$ cat config.mk
export PLATFORM = sky130hd
export DESIGN_NAME = csr_ident_bank
export DESIGN_NICKNAME = d
export VERILOG_FILES = /design/src/rtl/csr_ident_pkg.sv /design/src/rtl/csr_bus_front.sv /design/src/rtl/csr_word_reg.sv /design/src/rtl/csr_sig_gen.sv /design/src/rtl/csr_ident_bank.sv
export SDC_FILE = /design/constraint.sdc
export NUM_CORES = 1
export LEC_CHECK = 0
export BUFFER_PORTS_ARGS = -buffer_cell sky130_fd_sc_hd__clkbuf_2
export CAP_MARGIN = 25
export CORE_MARGIN = 4
export CORE_UTILIZATION = 53
export CTS_CLUSTER_DIAMETER = 40
export CTS_CLUSTER_SIZE = 8
export DETAILED_ROUTE_END_ITERATION = 8
export PLACE_DENSITY = 0.81
export RECOVER_POWER = 50
export SLEW_MARGIN = 25
export SYNTH_ARGS = -nofsm -noshare
export SYNTH_HDL_FRONTEND = slang
export SYNTH_HIERARCHICAL = 1
export SYNTH_SLANG_ARGS = --single-unit
export TNS_END_PERCENT = 1
$ cat constraint.sdc
create_clock -name clk -period 5.7 [get_ports clk]
set_clock_uncertainty 0.15 [all_clocks]
set_input_delay 0.855 -clock clk [delete_from_list [all_inputs] [get_ports clk]]
set_output_delay 0.855 -clock clk [all_outputs]
set_load 0.1 [all_outputs]
$ cat src/rtl/csr_ident_pkg.sv
// Package: shared constants and map helpers for the identification register bank.
// Assumes a 32-bit data path and long-word addressing.
package csr_ident_pkg;

    localparam int DW      = 32;
    localparam int NB      = DW / 8;
    localparam int W_BCTL  = 0;
    localparam int W_TXD   = 1;
    localparam int W_IDENT = 16;
    localparam int NUM_SCR = 6;

    localparam logic [7:0]    SIG_ODD   = 8'h12;
    localparam logic [7:0]    SIG_EVEN  = 8'h9A;
    localparam logic [DW-1:0] BCTL_KEEP = 32'h0000_0001;

    // Word index of scratch register i.
    function automatic int scr_word(int i);
        case (i)
            0:       return 2;
            1:       return 3;
            2:       return 14;
            3:       return 15;
            4:       return 17;
            default: return 18;
        endcase
    endfunction

    // Scratch register i survives soft reset.
    function automatic bit scr_keep(int i);
        return (i >= 2);
    endfunction

    // A word index belongs to the register map.
    function automatic bit is_mapped(int w);
        bit hit;
        hit = (w == W_BCTL) || (w == W_TXD) || (w == W_IDENT);
        for (int i = 0; i < NUM_SCR; i++)
            if (w == scr_word(i)) hit = 1'b1;
        return hit;
    endfunction

endpackage

$ cat src/rtl/csr_bus_front.sv
// Module: bus front end. Qualifies strobes into single accesses, produces the
// acknowledge one cycle later and cuts bursts after the first beat.
// Assumes strobes are sampled every cycle; read wins over write.
module csr_bus_front (
    input  logic clk,
    input  logic rst_n,
    input  logic bus_rd,
    input  logic bus_wr,
    input  logic bus_burst,
    output logic acc_rd,
    output logic acc_wr,
    output logic bus_ack,
    output logic bus_stop
);

    logic ack_q;
    logic stop_pend_q;
    logic stop_q;
    logic busy;

    // Block new accesses while a burst is being terminated.
    assign busy   = stop_pend_q | stop_q;
    assign acc_rd = bus_rd & ~busy;
    assign acc_wr = bus_wr & ~bus_rd & ~busy;

    // Acknowledge and stop sequencing.
    always_ff @(posedge clk) begin
        if (!rst_n) begin
            ack_q       <= 1'b0;
            stop_pend_q <= 1'b0;
            stop_q      <= 1'b0;
        end else begin
            ack_q       <= acc_rd | acc_wr;
            stop_pend_q <= (acc_rd | acc_wr) & bus_burst;
            stop_q      <= stop_pend_q;
        end
    end

    assign bus_ack  = ack_q;
    assign bus_stop = stop_q;

endmodule

$ cat src/rtl/csr_word_reg.sv
// Module: byte-enabled storage word with a soft-reset mask.
// Bits set in SOFT_MASK return to RST_VAL on soft clear; others keep their value.
// Soft clear takes priority over a write in the same cycle.
module csr_word_reg #(
    parameter int               WIDTH     = 32,
    parameter logic [WIDTH-1:0] RST_VAL   = '0,
    parameter logic [WIDTH-1:0] SOFT_MASK = '1
) (
    input  logic               clk,
    input  logic               rst_n,
    input  logic               soft_clr,
    input  logic               we,
    input  logic [WIDTH/8-1:0] be,
    input  logic [WIDTH-1:0]   wdata,
    output logic [WIDTH-1:0]   q
);

    localparam int LANES = WIDTH / 8;

    for (genvar g = 0; g < LANES; g++) begin : g_lane
        // One byte lane: reset, masked soft clear, enabled write.
        always_ff @(posedge clk) begin
            if (!rst_n)
                q[g*8 +: 8] <= RST_VAL[g*8 +: 8];
            else if (soft_clr)
                q[g*8 +: 8] <= (q[g*8 +: 8] & ~SOFT_MASK[g*8 +: 8])
                             | (RST_VAL[g*8 +: 8] & SOFT_MASK[g*8 +: 8]);
            else if (we && be[g])
                q[g*8 +: 8] <= wdata[g*8 +: 8];
        end
    end

endmodule

$ cat src/rtl/csr_sig_gen.sv
// Module: signature byte generator. Holds the read parity of the identification
// word; advances on each completed read of it. Only hardware reset clears it.
module csr_sig_gen (
    input  logic       clk,
    input  logic       rst_n,
    input  logic       rd_hit,
    output logic [7:0] sig_byte
);

    import csr_ident_pkg::*;

    logic par_q;

    // Toggle parity once per identification read.
    always_ff @(posedge clk) begin
        if (!rst_n)
            par_q <= 1'b0;
        else if (rd_hit)
            par_q <= ~par_q;
    end

    assign sig_byte = par_q ? SIG_EVEN : SIG_ODD;

endmodule

$ cat src/rtl/csr_ident_bank.sv
// Module: top of the register bank. Decodes word addresses, holds the map,
// muxes read data into a register and drives the transmit-demand pulse.
// Assumes AW >= 5 so every mapped word index is addressable.
module csr_ident_bank #(
    parameter int AW = 6
) (
    input  logic        clk,
    input  logic        rst_n,
    input  logic        soft_rst_n,
    input  logic [AW-1:0] bus_addr,
    input  logic        bus_rd,
    input  logic        bus_wr,
    input  logic        bus_burst,
    input  logic [3:0]  bus_be,
    input  logic [31:0] bus_wdata,
    output logic [31:0] bus_rdata,
    output logic        bus_ack,
    output logic        bus_stop,
    output logic        tx_demand
);

    import csr_ident_pkg::*;

    localparam int HALF = DW / 2;

    logic          acc_rd;
    logic          acc_wr;
    logic          soft_clr;
    logic          sel_bctl;
    logic          sel_txd;
    logic          sel_ident;
    logic [DW-1:0] bctl_q;
    logic [HALF-1:0] ident_hi_q;
    logic [7:0]    sig_byte;
    logic [DW-1:0] scr_q [NUM_SCR];
    logic [DW-1:0] rd_mux;
    logic [DW-1:0] rdata_q;
    logic          tx_q;

    assign soft_clr  = ~soft_rst_n;
    assign sel_bctl  = (bus_addr == AW'(W_BCTL));
    assign sel_txd   = (bus_addr == AW'(W_TXD));
    assign sel_ident = (bus_addr == AW'(W_IDENT));

    csr_bus_front i_front (
        .clk      (clk),
        .rst_n    (rst_n),
        .bus_rd   (bus_rd),
        .bus_wr   (bus_wr),
        .bus_burst(bus_burst),
        .acc_rd   (acc_rd),
        .acc_wr   (acc_wr),
        .bus_ack  (bus_ack),
        .bus_stop (bus_stop)
    );

    csr_word_reg #(
        .WIDTH    (DW),
        .RST_VAL  ('0),
        .SOFT_MASK(~BCTL_KEEP)
    ) i_bctl (
        .clk     (clk),
        .rst_n   (rst_n),
        .soft_clr(soft_clr),
        .we      (acc_wr && sel_bctl),
        .be      (bus_be),
        .wdata   (bus_wdata),
        .q       (bctl_q)
    );

    csr_word_reg #(
        .WIDTH    (HALF),
        .RST_VAL  ('0),
        .SOFT_MASK('0)
    ) i_ident_hi (
        .clk     (clk),
        .rst_n   (rst_n),
        .soft_clr(soft_clr),
        .we      (acc_wr && sel_ident),
        .be      (bus_be[NB-1:NB/2]),
        .wdata   (bus_wdata[DW-1:HALF]),
        .q       (ident_hi_q)
    );

    for (genvar i = 0; i < NUM_SCR; i++) begin : g_scr
        localparam logic [DW-1:0] MASK = scr_keep(i) ? '0 : '1;
        logic sel;
        assign sel = (bus_addr == AW'(scr_word(i)));
        csr_word_reg #(
            .WIDTH    (DW),
            .RST_VAL  ('0),
            .SOFT_MASK(MASK)
        ) i_scr (
            .clk     (clk),
            .rst_n   (rst_n),
            .soft_clr(soft_clr),
            .we      (acc_wr && sel),
            .be      (bus_be),
            .wdata   (bus_wdata),
            .q       (scr_q[i])
        );
    end

    csr_sig_gen i_sig (
        .clk     (clk),
        .rst_n   (rst_n),
        .rd_hit  (acc_rd && sel_ident),
        .sig_byte(sig_byte)
    );

    // Read-data selection; unmapped words and the strobe word read zero.
    always_comb begin
        rd_mux = '0;
        if (sel_bctl)
            rd_mux = bctl_q;
        else if (sel_ident)
            rd_mux = {ident_hi_q, 8'h00, sig_byte};
        for (int i = 0; i < NUM_SCR; i++)
            if (bus_addr == AW'(scr_word(i)))
                rd_mux = scr_q[i];
    end

    // Register read data and the transmit-demand pulse.
    always_ff @(posedge clk) begin
        if (!rst_n) begin
            rdata_q <= '0;
            tx_q    <= 1'b0;
        end else begin
            rdata_q <= acc_rd ? rd_mux : '0;
            tx_q    <= acc_wr && sel_txd;
        end
    end

    assign bus_rdata = rdata_q;
    assign tx_demand = tx_q;

endmodule

==> results of run 1 <==
-- cell usage after synthesis, types with 2 or more instances --
master | count | area (um^2)
a21oi_1 | 78 | 390
nor4b_2 | 2 | 30.0
or3_1 | 6 | 37.5
or3b_1 | 2 | 17.5
a221o_1 | 8 | 80.1
a21bo_2 | 17 | 170
dfxtp_1 | 277 | 5550
nand2_1 | 303 | 1140
a2bb2oi_1 | 18 | 158
and3b_1 | 18 | 158
nor2_1 | 25 | 93.8
nor2b_1 | 7 | 43.8
conb_1 | 2 | 7.51
o21ai_0 | 20 | 100
o31a_1 | 18 | 158
a221oi_1 | 32 | 280
a22oi_1 | 44 | 330
clkbuf_2 | 2 | 10.0
a21oi_2 | 24 | 210
o21ai_1 | 25 | 125
and3_1 | 7 | 43.8
a21bo_1 | 78 | 781
buf_4 | 19 | 143
buf_2 | 61 | 305
a211oi_1 | 6 | 45.0
buf_6 | 54 | 608
nor2_4 | 3 | 33.8
and2_1 | 10 | 62.6
o22ai_1 | 12 | 75.1
inv_1 | 2 | 7.51
nand3_1 | 96 | 480
clkbuf_1 | 14 | 52.6
a211oi_2 | 6 | 75.1
nand2b_1 | 4 | 25.0
mux2i_1 | 153 | 1530
-- power by group --
| part | internal (mW) | switching, mW | total, mW |
|---|---|---|---|
| clock network | 1.44 | 0.867 | 2.30 |
| logic | 0.0536 | 0.179 | 0.233 |
| registers | 1.94 | 0.00234 | 1.95 |
-- how the worst max path moves through the flow --
stage / startpoint / endpoint / depth (start not counted)
after floorplan: bus_addr[5] / g_scr[1].i_scr/q[25] / 10
after global placement: bus_addr[0] / bus_rdata[19] / 6
after detailed placement: bus_addr[0] / bus_rdata[28] / 6
after CTS: bus_addr[0] / bus_rdata[28] / 6
after global routing: bus_addr[0] / g_scr[0].i_scr/q[0] / 6
final: bus_addr[0] / g_scr[0].i_scr/q[9] / 6
-- worst reg2reg max path, stage by stage, from the launching register on --
cell     delay (ps)
dfxtp_1         340
nor4b_2         760
and3_1         1300
buf_4           540
nand3_1         140
a21oi_1         200
-- flip-flops by register name (all words and copies together), names as in the netlist --
name                 cells
i_bctl/q                32
i_front/stop_pend_q      1
i_front/bus_ack          1
i_ident_hi/q            16
bus_rdata               32
i_sig/par_q              1
tx_demand                1
i_front/bus_stop         1
g_scr.i_scr/q          192
-- per-layer routing --
metal  GRT usage  vias up  part of all wire
met2       0.417      581              0.47
li1            -     5189                 -
met1       0.344     5463              0.40
met3      0.0549      117             0.089
met4       0.109        4             0.039
met5           0        -           0.00055
-- layout make-up --
cell class,count,area share
multi-input combinational,1044,0.469
sequential,277,0.380
clock buffer,52,0.0783
timing repair buffer,102,0.0384
tap,330,0.0283
clock inverter,7,0.00532
inverter,2,0.000515
-- cell families (layout without fill, tap and decap cells) --
kind of cell              count (synthesis)  in the layout  synth area share
and+or+nand+nor                         494            494             0.169
AOI/OAI and AO/OA                       389            389             0.222
DFF                                     277            277             0.410
muxes                                   153            153             0.113
buffers and inverters                   153            163            0.0843
other                                     2              6          0.000555
xor gates and xnor gates                  2              2           0.00129
-- cells in the final DEF, fill, tap and decap left out, types with 32 or more instances in the layout --
cell	synthesis	final
a22oi_1	44	44
dfxtp_1	277	277
mux2i_1	153	153
clkbuf_2	2	45
clkbuf_16	0	44
nand2_1	303	302
clkbuf_1	14	44
a21oi_1	78	84
a21bo_1	78	78
a221oi_1	32	32
nand3_1	96	96
==> qor.txt, run 1 <==
Remaining antenna violation count -> 0
Number of synthesis warnings -> 6
Critical path buffer and inverter count -> 2
RSZ-0062 raised after global routing -> no
Tmin final -> 4170 ps
Min-Delay Endpoint -> g_scr[2].i_scr/q[19]
Final setup fails -> 0
Synth unique cells -> 52
Final non-filler cell total -> 1814
Worst hold start -> g_scr[2].i_scr/q[19]
Pwr Density -> 307 mW/mm^2
First-pass GRT wire length -> 60200 um
Hold Slack -> 302 ps
Power Total -> 4.48 mW
CP Launch Type -> input port
Slew @ Worst Pin -> 1820 ps
Placed inst area -> 0.0134 mm^2
Yosys reg bits -> 277
DRC -> 0
Vias in the first global route -> 11200
Cells after DPL -> 1754
Num rows -> 58
Post-CTS sizing -> 0
Worst VDD drop -> 0.000230 V
Max Cap Violations -> 2
Worst min path class -> register to register
Post-synth EDFFs -> 0
CTS buffer count -> 43
Hold Vio Cnt, Final -> 0
Part of the cycle the worst path needs -> 0.731
CTS tree -> built
Clock transition at path regs -> 50 ps
Root Buffer -> clkbuf_16
FFs w/ async S/R, synth -> 0
Vias post-DR -> 11400
Lkg Pwr -> 4.99 nW
Reg2reg setup slack -> 2190 ps
Clk Latency, worst-skew pair -> 530 ps
Footprint of the multi-input gates -> 0.00684 mm^2
Antenna violations before repair -> 2
Post-place setup slack -> 1860 ps
Largest net degree at the start of global routing -> 109
CP Max Fanout -> 38
Cells after synthesis -> 1470
Post-Syn Area -> 0.0135 mm^2
Cells on worst reg2reg path -> 5
Largest stage delay on the critical path -> 1030 ps
Total grt overflow -> 0
CP top delay family -> simple AND/OR/NAND/NOR gates
Initial Utilization -> 0.537
RR Startpoint -> i_front/bus_stop
WP data arrival -> 4430 ps
Max clock buf depth -> 3
Sink Count -> 277
I/O Buffers -> 82
Layout cell share with drive strength beyond 1 -> 0.115
Worst r2r dst -> i_bctl/q[31]
Post-route cell area -> 0.0146 mm^2
Outcome -> finished, violations left
Crit path kind -> input port to register
Area grow syn2layout -> 7.77%
Crit end category -> register
Placed wire-length estimate -> 23300 um
Postcts setup bufs -> 0
Drt pass-1 iters -> 6
Total core area -> 0.0252 mm^2
Via/cell ratio -> 6.26
Core Util, Final -> 0.579
Placer Congestion -> 0.847
Slew margin rel. -> -0.214
ANT cells -> 0
CP max-delay cell -> and3_1
Routed wire length -> 38300 um
Wirelength per Cell -> 21.1 um
WP data required -> 5960 ps
H-tree depth -> 2
Die W -> 168 um
Max Slew Vio Count -> 68
Failing checks -> capacitance limit, slew limit
CP Cell Sequence -> clkbuf_1, nor4b_1, and3_1, buf_4, a21bo_2, a21oi_1
Maximum clock frequency -> 0.240 GHz
Layout net count -> 1518
Sequential Area -> 0.00555 mm^2
Mapped Avg Cell Area -> 9.20 um^2
All-Layer GR Usage -> 0.261
Cts hold-fix bufs -> 0
Die Y -> 168 um
Hold path depth -> 2
Fillers -> 2108
Die area -> 0.0281 mm^2
Ys flop type -> dfxtp_1
Post-synthesis sequential area ratio -> 0.410
IO Count -> 83
Final worst setup slack -> 1530 ps
Violation count after the first detailed-route iteration -> 1194
Total Negative Setup Slacks -> 0 ps
Power figures use the tool's default switching activity.
==> inputs of run 2 (changes only) <==
clock period = 4.08 ns   (was 5.7 ns; I/O delays follow)
==> qor.txt, run 2 (same netlist as run 1, synthesis figures left out) <==
Layout cell share with drive strength beyond 1 -> 0.121 (+0.00694)
CP Cell Sequence -> clkbuf_2, clkbuf_1, nor4b_1, and2_0, buf_12, a22oi_1, a2bb2oi_1, o21ai_1
Cts hold-fix bufs -> 0 (unchanged)
Post-CTS sizing -> 0 (unchanged)
Via/cell ratio -> 6.20 (-0.88%)
Largest register FFs -> 192 (unchanged)
Total grt overflow -> 0 (unchanged)
DRC -> 0 (unchanged)
CP max-delay cell -> clkbuf_1
Critical path buffer and inverter count -> 3 (+1)
Tmin final -> 3330 ps
Hold path depth -> 2 (unchanged)
Clk Latency, worst-skew pair -> 530 ps (about the same)
Part of the cycle the worst path needs -> 0.815
Hold Vio Cnt, Final -> 0 (unchanged)
CP top delay family -> buffers and inverters
Die W -> 168 um (unchanged)
Footprint of the multi-input gates -> 0.00682 mm^2 (-0.24%)
Num rows -> 58 (unchanged)
Max Cap Violations -> 0 (-2)
Cells on worst reg2reg path -> 5 (unchanged)
Slew @ Worst Pin -> 1260 ps (-557 ps)
Crit end category -> register
Area grow syn2layout -> 8.97%
Die area -> 0.0281 mm^2 (unchanged)
Sequential Area -> 0.00555 mm^2 (unchanged)
Final non-filler cell total -> 1828 (+0.77%)
Power Total -> 6.40 mW (+43%)
Fillers -> 2126 (+0.85%)
Worst min path class -> input port to register
Wirelength per Cell -> 20.7 um (-2.2%)
Core Util, Final -> 0.585 (+0.00646)
Max clock buf depth -> 3 (unchanged)
Final setup fails -> 0 (unchanged)
Clock transition at path regs -> 50 ps (about the same)
All-Layer GR Usage -> 0.257 (-0.00359)
Pwr Density -> 434 mW/mm^2 (+41%)
Cells after DPL -> 1763 (+0.51%)
Antenna violations before repair -> 2 (unchanged)
I/O Buffers -> 82 (unchanged)
Worst VDD drop -> 0.000306 V (+33%)
Lkg Pwr -> 5.08 nW (+1.8%)
Total Negative Setup Slacks -> 0 ps (unchanged)
Initial Utilization -> 0.537 (unchanged)
CTS tree -> built
Placed wire-length estimate -> 23800 um (+2.4%)
Maximum clock frequency -> 0.301 GHz
CP Max Fanout -> 20 (-47%)
H-tree depth -> 2 (unchanged)
Sink Count -> 277 (unchanged)
Crit path kind -> input port to register
RR Startpoint -> i_front/bus_stop
Die Y -> 168 um (unchanged)
Post-route cell area -> 0.0147 mm^2 (+1.1%)
Commonest non-fill, non-tap cell in the layout -> nand2_1
Placer Congestion -> 0.895 (+5.6%)
Placed inst area -> 0.0135 mm^2 (+0.93%)
Most frequent cells in the layout -> 302 x nand2_1, 277 x dfxtp_1, 153 x mux2i_1
Largest net degree at the start of global routing -> 175 (+61%)
Remaining antenna violation count -> 0 (unchanged)
Routed wire length -> 37800 um (-1.4%)
First-pass GRT wire length -> 59500 um (-1.1%)
CP Launch Type -> input port
Largest stage delay on the critical path -> 870 ps (-160 ps)
Min-Delay Endpoint -> i_front/bus_ack
Drt pass-1 iters -> 6 (unchanged)
Violation count after the first detailed-route iteration -> 1236 (+3.5%)
WP data arrival -> 3640 ps (-790 ps)
Reg2reg setup slack -> 1120 ps (-1070 ps)
Worst hold start -> bus_wr
Outcome -> finished clean
Slew margin rel. -> 0.157 (+0.371)
Postcts setup bufs -> 0 (unchanged)
Max Slew Vio Count -> 0 (-100%)
Layout net count -> 1528 (+0.66%)
Vias in the first global route -> 11100 (-1.3%)
Vias post-DR -> 11300 (-0.11%)
Worst r2r dst -> g_scr[0].i_scr/q[1]
CTS buffer count -> 45 (+4.7%)
Total core area -> 0.0252 mm^2 (unchanged)
RSZ-0062 raised after global routing -> no
WP data required -> 4390 ps (-1570 ps)
IO Count -> 83 (unchanged)
Largest reg by FF count -> g_scr.i_scr/q
Root Buffer -> clkbuf_16
ANT cells -> 0 (unchanged)
==> run 2: changes by cell type in the layout (fill, tap and decap cells not counted), sizes merged <==
cell    previous run  this run
buf               19        27
clkbuf           135       139
clkinv             4         5
inv                3         4
==> run 2: worst max-delay path by stage <==
stage,cells after the start,slack (ps),startpoint,endpoint
after CTS,7,1440,bus_addr[1],g_scr[2].i_scr/q[2]
after detailed placement,7,920,bus_addr[1],g_scr[2].i_scr/q[0]
final,8,750,bus_addr[0],bus_rdata[29]
after floorplan,10,1570,bus_addr[5],g_scr[1].i_scr/q[25]
after global routing,8,660,bus_addr[0],bus_rdata[23]
after global placement,7,970,bus_addr[0],bus_rdata[3]
==> run 2: through the flow <==
stage / hold WS, ps / setup WS, ps
2_1_floorplan: 280 / 1570
3_3_place_gp: 289 / 966
3_5_place_dp: 298 / 916
4_1_cts: 194 / 1440
5_1_grt: 216 / 659
6_report: 207 / 755
==> run 2: final cells by class <==
class                           count  share of cell area
Clock inverter                      9             0.00569
Clock buffer                       56              0.0826
Multi-Input combinational cell   1044               0.463
Tap cell                          330              0.0280
Sequential cell                   277               0.376
Timing Repair Buffer              110              0.0446
Inverter                            2            0.000509
==> run 2: power by group <==
part	internal (mW)	switching (mW)
Clock	2.13	1.22
Combinational	0.0777	0.249
Sequential	2.72	0.00314
Total	4.92	1.47
==> run 2: worst register-to-register path, stage by stage, from the launching register on <==
cell	delay, ps
dfxtp_1	340
nor4b_2	670
and3_1	1110
buf_12	320
a21bo_1	190
a21oi_1	60
==> run 2: layer usage <==
| layer | up-vias | part of all wire | GRT usage |
|---|---|---|---|
| met5 | - | 0.00090 | 0 |
| met4 | 4 | 0.042 | 0.119 |
| met3 | 133 | 0.083 | 0.0554 |
| met2 | 565 | 0.47 | 0.418 |
| met1 | 5427 | 0.40 | 0.328 |
| li1 | 5212 | - | - |
==> inputs of run 3 (changes only) <==
ABC_AREA = 1   (was default)
clock period = 3.1 ns   (was 4.08 ns; I/O delays follow)
==> qor.txt, run 3 <==
Outcome -> finished, violations left
Failing checks -> capacitance limit, slew limit
Cts hold-fix bufs -> 0 (unchanged)
Num rows -> 56 (-3.4%)
Tmin final -> 2920 ps
Clock share of power -> 0.544 (+0.020)
Cells on worst reg2reg path -> 7 (+2)
Layout cell share with drive strength beyond 1 -> 0.0744 (-0.0471)
Final setup fails -> 0 (unchanged)
Post-route cell area -> 0.0147 mm^2 (-0.63%)
Most frequent cells in the layout -> 667 x nand2_1, 542 x nor2_1, 280 x inv_1
Sink Count -> 277 (unchanged)
CP Max Fanout -> 22 (+10%)
Reg2reg setup slack -> 270 ps (-850 ps)
Gate power share -> 0.036 (-0.015)
Part of the cycle the worst path needs -> 0.941
Worst VDD drop -> 0.000412 V (+35%)
Die Y -> 164 um (-2.0%)
Sw frac -> 0.218 (-0.0128)
Largest register FFs -> 192 (unchanged)
FFs w/ async S/R, synth -> 0 (unchanged)
Vias post-DR -> 12500 (+10%)
Top cells by count, synth -> 663 x nand2_1, 540 x nor2_1, 280 x inv_1
Total core area -> 0.0238 mm^2 (-5.7%)
Number of synthesis warnings -> 6 (unchanged)
Flop pwr share -> 0.420 (-0.005)
Wirelength per Cell -> 14.7 um (-29%)
Max Slew Vio Count -> 129 (+129)
Commonest non-fill, non-tap cell in the layout -> nand2_1
Post-synth EDFFs -> 0 (unchanged)
Mapped Avg Cell Area -> 6.28 um^2 (-32%)
IO Count -> 83 (unchanged)
Initial Utilization -> 0.546 (+0.00904)
Fillers -> 2189 (+3.0%)
Internal power -> 6.67 mW (+35%)
Net Switching -> 1.85 mW (+26%)
Die area -> 0.0271 mm^2 (-3.9%)
Placed inst area -> 0.0134 mm^2 (-0.73%)
Worst min path class -> input port to register
DRC -> 0 (unchanged)
Placer Congestion -> 0.906 (+1.3%)
Routed wire length -> 36200 um (-4.1%)
Antenna violations before repair -> 2 (unchanged)
Hold path depth -> 3 (+1)
Largest area contributor in the netlist -> dfxtp_1
Layout net count -> 2181 (+43%)
First-pass GRT wire length -> 59000 um (-0.89%)
All-Layer GR Usage -> 0.268 (+0.0108)
Yosys reg bits -> 277 (unchanged)
Largest cells by area after synthesis -> dfxtp_1 43%, nand2_1 19%, nor2_1 16%
Drt pass-1 iters -> 6 (unchanged)
Root Buffer -> clkbuf_16
Total grt overflow -> 0 (unchanged)
Largest reg by FF count -> g_scr.i_scr/q
Power Total -> 8.52 mW (+33%)
H-tree depth -> 2 (unchanged)
Vias in the first global route -> 12100 (+9.1%)
Post-synthesis sequential area ratio -> 0.427 (+0.0175)
Pwr Density -> 582 mW/mm^2 (+34%)
Maximum clock frequency -> 0.343 GHz
Die W -> 164 um (-2.0%)
Slew @ Worst Pin -> 1540 ps (+275 ps)
RSZ-0062 raised after global routing -> no
CP max-delay cell -> clkbuf_1
Cells after synthesis -> 2066 (+41%)
Most instantiated library cell after synthesis -> nand2_1
Placed wire-length estimate -> 23200 um (-2.7%)
CP Launch Type -> input port
CP Cell Sequence -> clkbuf_1, nor2_2, nand3_1, nor2_1, clkbuf_1, nand2_1, nand4_1, nand2_1, inv_1
Crit path kind -> input port to register
Largest stage delay on the critical path -> 1110 ps (+240 ps)
Hold Vio Cnt, Final -> 0 (unchanged)
Worst hold start -> bus_burst
Via/cell ratio -> 5.07 (-18%)
Violation count after the first detailed-route iteration -> 1235 (-0.081%)
WP data required -> 3420 ps (-970 ps)
Clk Latency, worst-skew pair -> 520 ps (about the same)
Worst r2r dst -> g_scr[4].i_scr/q[17]
Area grow syn2layout -> 12.9%
Remaining antenna violation count -> 0 (unchanged)
Clock transition at path regs -> 40 ps (about the same)
Max Cap Violations -> 1 (+1)
Ys flop type -> dfxtp_1
Slew margin rel. -> -0.0262 (-0.183)
Lkg Pwr -> 7.59 nW (+49%)
Yosys top cell area share -> 0.427 (+0.0175)
Post-CTS sizing -> 0 (unchanged)
WP data arrival -> 3230 ps (-410 ps)
RR Startpoint -> i_front/bus_stop
Post-Syn Area -> 0.0130 mm^2 (-4.1%)
Max clock buf depth -> 3 (unchanged)
Synth unique cells -> 28 (-46%)
Postcts setup bufs -> 0 (unchanged)
CTS tree -> built
Critical path endpoint -> bus_rdata[12]
Total Negative Setup Slacks -> 0 ps (unchanged)
Largest net degree at the start of global routing -> 129 (-26%)
I/O Buffers -> 82 (unchanged)
Crit end category -> register
CTS buffer count -> 45 (unchanged)
Crit. Startpoint -> bus_addr[5]
run 3: cell count changes after synthesis, sizes merged, moves of 32 or more:
cell	before	now
nor2	29	555
nand2	303	668
inv	2	290
mux2i	153	0
a21bo	95	0
nand4	0	58
buf	135	79
nand3	96	46
a22oi	44	0
o21ai	45	1
a21oi	102	70
a221oi	32	0
run 3: worst min-delay path by stage:
stage                           to
3_5_place_dp           i_bctl/q[6]
3_3_place_gp      i_front/bus_stop
5_1_grt        i_front/stop_pend_q
2_1_floorplan     i_front/bus_stop
6_report       i_front/stop_pend_q
4_1_cts        i_front/stop_pend_q
run 3: routing by layer:
metal  wire (um)  track usage  up-vias
li1            -            -     6235
met1       14700        0.341     5654
met4        1530        0.133        2
met2       16700        0.442      523
met5          13            0        -
met3        3190       0.0454      107
run 3: cell families after synthesis:
| logic type | after synthesis | synth area share |
|---|---|---|
| buf+inv | 382 | 0.130 |
| simple gates | 1334 | 0.411 |
| other cells | 2 | 0.000579 |
| compound gates | 71 | 0.0306 |
| flops | 277 | 0.427 |
run 3: area by class of cell:
| cell class | instances | area [um^2] | share of cell area |
|---|---|---|---|
| sequential | 277 | 5550 | 0.379 |
| tap | 319 | 399 | 0.0272 |
| clock buffer | 56 | 1250 | 0.0853 |
| clock inverter | 8 | 126 | 0.00863 |
| multi-input combinational | 1411 | 5670 | 0.387 |
| inverter | 291 | 1100 | 0.0749 |
| timing repair buffer | 107 | 556 | 0.0379 |
| antenna | 1 | 2.50 | 0.000171 |
run 3: through the flow:
stage | std cells | util | hold WS, ps | worst slack [ps]
2_1_floorplan | 2070 | - | 282 | 777
3_3_place_gp | 2405 | 0.566 | 290 | 269
3_5_place_dp | 2405 | 0.566 | 306 | 145
4_1_cts | 2469 | 0.624 | 7.28 | 373
5_1_grt | 2470 | 0.617 | 5.62 | 78.5
6_report | 2470 | 0.617 | 9.93 | 182
run 3: power by group through the flow:
stage / logic (mW) / registers, mW / clock network, mW
floorplan: 0.135 / 3.67 / 0
global placement: 0.303 / 3.65 / 0
finish: 0.305 / 3.58 / 4.64
global route: 0.322 / 3.57 / 4.87
detailed placement: 0.304 / 3.65 / 0
CTS: 0.307 / 3.58 / 4.69
run 3: worst max-delay path, delay by kind of cell:
| kind | cells | cell delay, ps |
|---|---|---|
| simple gates | 6 | 1470 |
| buf+inv | 3 | 1280 |
